[src/rtl/rlc_pkg.sv]
package rlc_pkg;
    typedef enum logic {
        DIR_UP   = 1'b0,
        DIR_DOWN = 1'b1
    } count_dir_e;
endpackage

[src/rtl/rlc_start_value.sv]
module rlc_start_value
    import rlc_pkg::*;
#(
    parameter int         N   = 8,
    parameter count_dir_e DIR = DIR_UP
) (
    input  logic [N-1:0] period_m1,
    output logic [N:0]   start
);
    localparam int W = N + 1;

    generate
        if (DIR == DIR_UP) begin : g_up
            // 2^N - (P-1): the top bit is reached after P-1 increments
            assign start = {1'b0, ~period_m1} + W'(1);
        end else begin : g_down
            // P-2: the borrow below zero is reached after P-1 decrements
            assign start = {1'b0, period_m1} - W'(1);
        end
    endgenerate
endmodule

[src/rtl/rlc_stepper.sv]
module rlc_stepper
    import rlc_pkg::*;
#(
    parameter int         N   = 8,
    parameter count_dir_e DIR = DIR_UP
) (
    input  logic [N:0] cur,
    output logic [N:0] nxt
);
    localparam int W = N + 1;

    generate
        if (DIR == DIR_UP) begin : g_inc
            assign nxt = cur + W'(1);
        end else begin : g_dec
            assign nxt = cur - W'(1);
        end
    endgenerate
endmodule

[src/rtl/msb_reload_counter.sv]
module msb_reload_counter
    import rlc_pkg::*;
#(
    parameter int         N   = 8,
    parameter count_dir_e DIR = DIR_UP
) (
    input  logic         clk,
    input  logic         rst,
    input  logic         en,
    input  logic [N-1:0] period_i,
    output logic         tc_o,
    output logic [N:0]   count_o
);
    localparam int W = N + 1;

    typedef struct packed {
        logic [W-1:0] cnt;
    } state_t;

    logic [W-1:0] cnt_q;
    state_t       st_d;
    logic [W-1:0] start_val;
    logic [W-1:0] stepped;

    rlc_start_value #(.N(N), .DIR(DIR)) u_start (
        .period_m1 (period_i),
        .start     (start_val)
    );

    rlc_stepper #(.N(N), .DIR(DIR)) u_step (
        .cur (cnt_q),
        .nxt (stepped)
    );

    // Next-state: the top bit alone selects reload, no comparator
    always_comb begin
        st_d.cnt = cnt_q;
        if (rst) begin
            st_d.cnt = start_val;
        end else if (en) begin
            st_d.cnt = cnt_q[N] ? start_val : stepped;
        end
    end

    always_ff @(posedge clk) begin
        cnt_q <= st_d.cnt;
    end

    assign count_o = cnt_q;
    assign tc_o    = cnt_q[N];

    // Assertions

    // reset clears the pulse for any legal period
    a_r6_reset_clears: assert property (@(posedge clk)
        rst && period_i != '0 |=> !tc_o);

    // pulse lasts one enabled cycle
    a_r5_single_pulse: assert property (@(posedge clk) disable iff (rst)
        en && tc_o && period_i != '0 |=> !tc_o);

    // hold while disabled
    a_r7_hold: assert property (@(posedge clk) disable iff (rst)
        !en |=> $stable(count_o) && $stable(tc_o));

    // a reload takes the start value seen at the reload edge
    a_r8_reload_value: assert property (@(posedge clk) disable iff (rst)
        en && tc_o |=> count_o == $past(start_val));

    // enabled cycles since the last pulse never exceed 2^N
    logic [N+1:0] since_tc_q;
    always_ff @(posedge clk) begin
        if (rst || tc_o) since_tc_q <= '0;
        else if (en)     since_tc_q <= since_tc_q + 1'b1;
    end

    a_r9_recover: assert property (@(posedge clk) disable iff (rst)
        since_tc_q <= (N+2)'(2**N));
endmodule

[config.mk]
export PLATFORM = sky130hd
export DESIGN_NAME = msb_reload_counter
export DESIGN_NICKNAME = d
export VERILOG_FILES = /design/src/rtl/rlc_pkg.sv /design/src/rtl/rlc_start_value.sv /design/src/rtl/rlc_stepper.sv /design/src/rtl/msb_reload_counter.sv
export SDC_FILE = /design/constraint.sdc
export NUM_CORES = 1
export LEC_CHECK = 0
export BUFFER_PORTS_ARGS = -buffer_cell sky130_fd_sc_hd__buf_2
export CAP_MARGIN = 10
export CORE_MARGIN = 3
export CORE_UTILIZATION = 48
export CTS_BUF_LIST = sky130_fd_sc_hd__clkbuf_8 sky130_fd_sc_hd__clkbuf_16
export CTS_CLUSTER_SIZE = 40
export DETAILED_ROUTE_END_ITERATION = 8
export PLACE_DENSITY = 0.76
export REMOVE_ABC_BUFFERS = 1
export SYNTH_ARGS = -nofsm -noshare
export SYNTH_HDL_FRONTEND = slang
export SYNTH_SLANG_ARGS = --single-unit
[constraint.sdc]
create_clock -name clk -period 1.75 [get_ports clk]
set_input_delay 0.0875 -clock clk [delete_from_list [all_inputs] [get_ports clk]]
set_output_delay 0.0875 -clock clk [all_outputs]
set_load 0.05 [all_outputs]
==> results.tsv, run 1 <==
metric	value	unit
Mapped Cells	61	
Die Span X	42.4	microns
CP arrival	1.31	ns
clk_lat worst skew	0.23	ns
Final Hold Vio Count	0	
RSZ-0062 raised after global routing	no	
CTS tree	yes	
drt pass-1 iters	4	
cell breakdown of the critical path	ha_1 > nand3_1 > xor2_1 > mux2i_1	
H-tree Lvls	1	
die height	42.4	microns
max-cap check violation count	0	
status	finished clean	
vias per cell	5.39	
gr ovfl total	0	
Area Growth Syn to Fin	24.8	%
hold depth	3	
Clock Skews	0.00158	ns
Final nets	98	
worst hold path type	in -> reg	
gr usage total	16.7	%
post-CTS resize count	0	
fmax	750	MHz
period utilisation layout	76.2	%
worst vdd ir	0.000547	V
FF+latch count, synth	9	
final setup violation count	0	
layout cells sized above 1	38.1	%
# hold bufs at CTS	0	
vias	528	
area taken by multi-input logic gates	345	sq um
post-synthesis cell type count	25	
WP data required	1.72	ns
hold_ws	0.286	ns
Power Density	996	mW/mm^2
syn_area_per_cell	10.4	sq um
post-CTS setup buffers	0	
area occupied by registers	270	sq um
max_slew headroom	82.6	%
fin. max-slew vios	0	
Starting Density	54.3	%
Synth Warn #	0	
Slew @ Worst Pin	0.260	ns
leakage	0.334	nW
min-delay src	period_i[5]	
clk slew on worst S/H paths	0.04	ns
largest net degree at the start of global routing	11	
FF-to-FF setup slack	0.42	ns
FF-to-FF End	count_o[6]	
crit end category	register	
root buf cell	clkbuf_8	
area of the core	0.00117	sq mm
cells on worst reg2reg path	4	
filler instances	95	
Max FO, Critical Path	4	
Die Area	0.00180	sq mm
Placed Area	748	sq um
initial antenna violation count	0	
Reg-to-Reg Start	count_o[0]	
sequential area share after synthesis	42.5	%
drt first-iter violations	19	
crit start category	register	
vias in the first global route	474	
drt wl/cell	12.7	microns
Max Buffers Root-to-Sink	2	
Final Power	790	uW
Util after Layout	67.7	%
DP Wirelength	942	microns
Final ANT Viol Nets	0	
min Tclk post-route	1.33	ns
Setup TNS Final	0	ns
crit path kind	reg -> reg	
GPL Wtd Cong	0.745	
cts bufs inserted	3	
hold endpoint	count_o[5]	
area of the mapped netlist	636	sq um
CP max-delay cell	edfxtp_1	
Cell Rows	12	
# DRC	0	
# IOs	21	
n_diodes	0	
I/O Buffers	20	
fin area	793	sq um
clock sinks	9	
first-pass GRT wire length	2190	microns
WL final	1240	microns
Largest register FFs	9	
biggest cell delay along the critical path	0.45	ns
==> logic make-up (layout without fill, tap and decap cells) <==
family / after synthesis / count (layout) / synth area share (%)
fa+ha+maj: 2 / 2 / 3.94
compound gates: 6 / 6 / 4.72
flops: 9 / 9 / 42.5
xor+xnor: 11 / 11 / 15.2
buf+inv: 4 / 27 / 3.15
simple gates: 25 / 25 / 24.0
mux: 4 / 4 / 6.50
==> critical path: cells and delay by family (launching register included) <==
kind,cells,cell delay (ns)
fa+ha+maj,1,0.29
simple gates,1,0.11
mux,1,0.08
xor+xnor,1,0.14
flops,1,0.45
==> worst max path at each step <==
| stage | cells after the start | to | startpoint | slack (ns) |
|---|---|---|---|---|
| 6_report | 4 | count_o[6] | count_o[0] | 0.42 |
| 5_1_grt | 4 | count_o[7] | count_o[2] | 0.36 |
| 4_1_cts | 4 | count_o[6] | count_o[0] | 0.43 |
| 3_5_place_dp | 4 | count_o[6] | count_o[0] | 0.46 |
| 3_3_place_gp | 4 | count_o[6] | count_o[0] | 0.48 |
| 2_1_floorplan | 2 | count_o[1] | count_o[8] | -0.20 |
==> where the power goes <==
part / internal (mW) / switching (mW) / total [mW]
Combinational: 0.0795 / 0.169 / 0.249
Sequential: 0.275 / 0.0346 / 0.310
Clock: 0.152 / 0.0786 / 0.231
==> stage by stage <==
stage,setup WS (ns),instances
6_report,0.417,98
5_1_grt,0.364,98
4_1_cts,0.430,98
3_5_place_dp,0.456,94
3_3_place_gp,0.481,94
2_1_floorplan,-0.200,59
==> layer usage <==
layer / routed length [microns] / share of wire, % / GRT usage, % / vias up
li1: - / - / - / 260
met1: 526 / 42 / 21.8 / 230
met2: 566 / 46 / 25.2 / 34
met3: 126 / 10 / 3.86 / 4
met4: 25 / 2.0 / 9.32 / 0
met5: 0 / 0 / 0 / -
==> final cells by class <==
| type | count | share of cell area [%] |
|---|---|---|
| Clock buffer | 3 | 5.21 |
| Clock inverter | 1 | 0.473 |
| Inverter | 2 | 0.946 |
| Multi-Input combinational cell | 48 | 43.5 |
| Sequential cell | 9 | 34.1 |
| Tap cell | 14 | 2.21 |
| Timing Repair Buffer | 21 | 13.6 |
==> cells in the mapped netlist, drive strengths merged <==
cell type / n / area share (%)
xnor2: 7 / 9.6
mux2: 1 / 1.8
nand2: 5 / 3.0
buf: 2 / 2.0
mux2i: 3 / 4.7
and3: 1 / 0.98
nand2b: 2 / 3.1
nor4: 2 / 3.9
o21ai: 2 / 1.6
nor2: 7 / 4.5
nor3: 2 / 2.4
a21oi: 4 / 3.1
inv: 2 / 1.2
or2: 1 / 0.98
edfxtp: 9 / 43
nand3: 3 / 3.1
xor2: 4 / 5.5
nand4: 2 / 2.0
ha: 2 / 3.9
==> placed cells by master (no fill, tap or decap) <==
cell      netlist  layout
buf_2           1      20
nand3_2         1       1
nor4_2          2       2
nand2b_1        1       1
or2_2           1       1
inv_1           2       3
xnor2_1         7       7
nor3_2          1       1
nand2b_4        1       1
o21ai_0         1       1
edfxtp_1        9       9
ha_1            2       2
nand3_1         2       2
nor3_1          1       1
xor2_1          4       4
o21ai_1         1       1
mux2i_1         3       3
a21oi_1         4       4
nor2_2          1       1
and3_1          1       1
nand2_1         5       5
nand4_1         2       2
buf_4           1       1
mux2_2          1       1
nor2_1          6       6
clkbuf_8        0       3
Note: power is estimated with default switching activity, not from simulation.
==> run 2, diff against run 1 <==
==> constraint.sdc (replaced) <==
create_clock -name clk -period 1.3 [get_ports clk]
set_input_delay 0.065 -clock clk [delete_from_list [all_inputs] [get_ports clk]]
set_output_delay 0.065 -clock clk [all_outputs]
set_load 0.05 [all_outputs]
==> results.tsv, run 2 (synthesized netlist as in run 1, its figures left out) <==
metric	value	unit	change
Slew @ Worst Pin	0.280	ns	+0.0208 ns
vias	553		+4.7%
clk_lat worst skew	0.23	ns	about the same
CTS tree	yes		
drt pass-1 iters	4		unchanged
clk slew on worst S/H paths	0.05	ns	about the same
vias in the first global route	515		+8.6%
crit end category	register		
placed insts	97		+3.2%
# hold bufs at CTS	0		unchanged
# IOs	21		unchanged
I/O Buffers	20		unchanged
drt wl/cell	14.4	microns	+13%
Clock Skews	0.00356	ns	+0.00198 ns
FF-to-FF End	count_o[7]		
Clock Power Share	27.7	%	-1.6 points
Psw	410	uW	+45%
min-delay src	period_i[0]		
die height	42.4	microns	unchanged
min Tclk post-route	1.25	ns	-0.0819 ns
crit path kind	reg -> reg		
crit start category	register		
gr usage total	17.6	%	+0.92 points
drt first-iter violations	8		-11
max_slew headroom	81.2	%	-1.4 points
Area Growth Syn to Fin	36.8	%	
cell breakdown of the critical path	buf_6 > nand3_4 > nor2_2 > xnor2_1 > mux2i_1		
vias per cell	5.37		-0.35%
worst hold path type	in -> reg		
biggest cell delay along the critical path	0.45	ns	about the same
largest net degree at the start of global routing	10		-1
Final Power	1.13	mW	+44%
H-tree Lvls	1		unchanged
cells on worst reg2reg path	5		+1
# DRC	0		unchanged
Power Density	1300	mW/mm^2	+31%
gr ovfl total	0		unchanged
layout cells sized above 1	47.2	%	+9.1 points
Max FO, Critical Path	3		-1
setup ws final	0.0487	ns	-0.368 ns
most frequent cells in the layout	buf_2 (20), edfxtp_1 (9), xnor2_1 (7), nand2_1 (5), buf_4 (5)		
pre-CTS WS	0.0171	ns	-0.439 ns
WP data required	1.28	ns	-0.44 ns
combinational share of power	35.7	%	+4.2 points
max-cap check violation count	0		unchanged
root buf cell	clkbuf_8		
initial antenna violation count	0		unchanged
area of the core	0.00117	sq mm	unchanged
WL met3	94	microns	-25%
Starting Density	54.3	%	unchanged
Largest register FFs	9		unchanged
Non-Filler Instances	103		+5.1%
cts bufs inserted	3		unchanged
Reg-to-Reg Start	count_o[0]		
clock sinks	9		unchanged
GPL Wtd Cong	0.759		+1.9%
Die Area	0.00180	sq mm	unchanged
Final nets	103		+5.1%
worst vdd ir	0.000722	V	+32%
commonest non-fill, non-tap cell in the layout	buf_2		
DP Wirelength	1030	microns	+9.8%
Die Span X	42.4	microns	unchanged
FF-to-FF setup slack	0.05	ns	-0.37 ns
Net Sw Frac	36.2	%	+0.41 points
Max Buffers Root-to-Sink	2		unchanged
hold_ws	0.212	ns	-0.0735 ns
leakage	0.358	nW	+7.3%
internal power	723	uW	+43%
met2 wire len	691	microns	+22%
Final Hold Vio Count	0		unchanged
sequential power share	36.6	%	-2.6 points
first-pass GRT wire length	2280	microns	+4.1%
fmax	799	MHz	+6.5%
hold depth	3		unchanged
Final ANT Viol Nets	0		unchanged
uppermost layer routed	met4		
Util after Layout	74.3	%	+6.5 points
status	finished clean		
period utilisation layout	96.3	%	+20 points
fin. max-slew vios	0		unchanged
n_diodes	0		unchanged
CP max-delay cell	edfxtp_1		
WL final	1480	microns	+19%
hold endpoint	count_o[0]		
Cell Rows	12		unchanged
wl on met1	680	microns	+29%
CP arrival	1.23	ns	-0.08 ns
final setup violation count	0		unchanged
## run 2: per-layer routing
metal,global-route usage (%),up-vias
li1,-,269
met1,20.0,260
met2,27.4,22
met3,8.15,2
met4,9.32,0
met5,0,-
## run 2: power by group through the flow
| stage | registers, mW | clock network, mW | logic [mW] |
|---|---|---|---|
| CTS | 0.410 | 0.317 | 0.363 |
| detailed placement | 0.414 | 0 | 0.354 |
| global route | 0.418 | 0.341 | 0.435 |
| finish | 0.415 | 0.314 | 0.405 |
| global placement | 0.411 | 0 | 0.349 |
| floorplan | 0.546 | 0 | 0.114 |
## run 2: critical path, delay by kind of cell (launching register included)
family / cells / cell delay (ns)
flip-flops: 1 / 0.45
multiplexers: 1 / 0.09
buffers and inverters: 1 / 0.16
AND/OR/NAND/NOR: 2 / 0.15
XOR/XNOR: 1 / 0.15
## run 2: cell type report
class,instances,area (sq um)
Clock inverter,1,3.75
Fill cell,86,302
Clock buffer,3,41.3
Timing Repair Buffer,26,149
Tap cell,14,17.5
Multi-Input combinational cell,48,380
Sequential cell,9,270
Inverter,2,7.51
## run 2: how the worst max path moves through the flow
stage / startpoint / endpoint / slack (ns)
2_1_floorplan: count_o[8] / count_o[1] / -0.65
3_3_place_gp: count_o[1] / count_o[6] / 0.07
3_5_place_dp: count_o[1] / count_o[6] / 0.02
4_1_cts: count_o[4] / count_o[6] / 0.03
5_1_grt: count_o[1] / count_o[7] / -0.03
6_report: count_o[0] / count_o[7] / 0.05
## run 2: repair_timing
item                       4_1_cts  5_1_grt
pin swaps                        0        4
resized for setup                1        7
setup buffers                    0        2
setup endpoints to repair        1        4
## run 2: through the flow
stage / area [sq um] / TNS (ns)
finish: 870 / 0
global route: 870 / -0.0460
CTS: 818 / 0
detailed placement: 771 / 0
global placement: 771 / 0
floorplan: 623 / -3.99
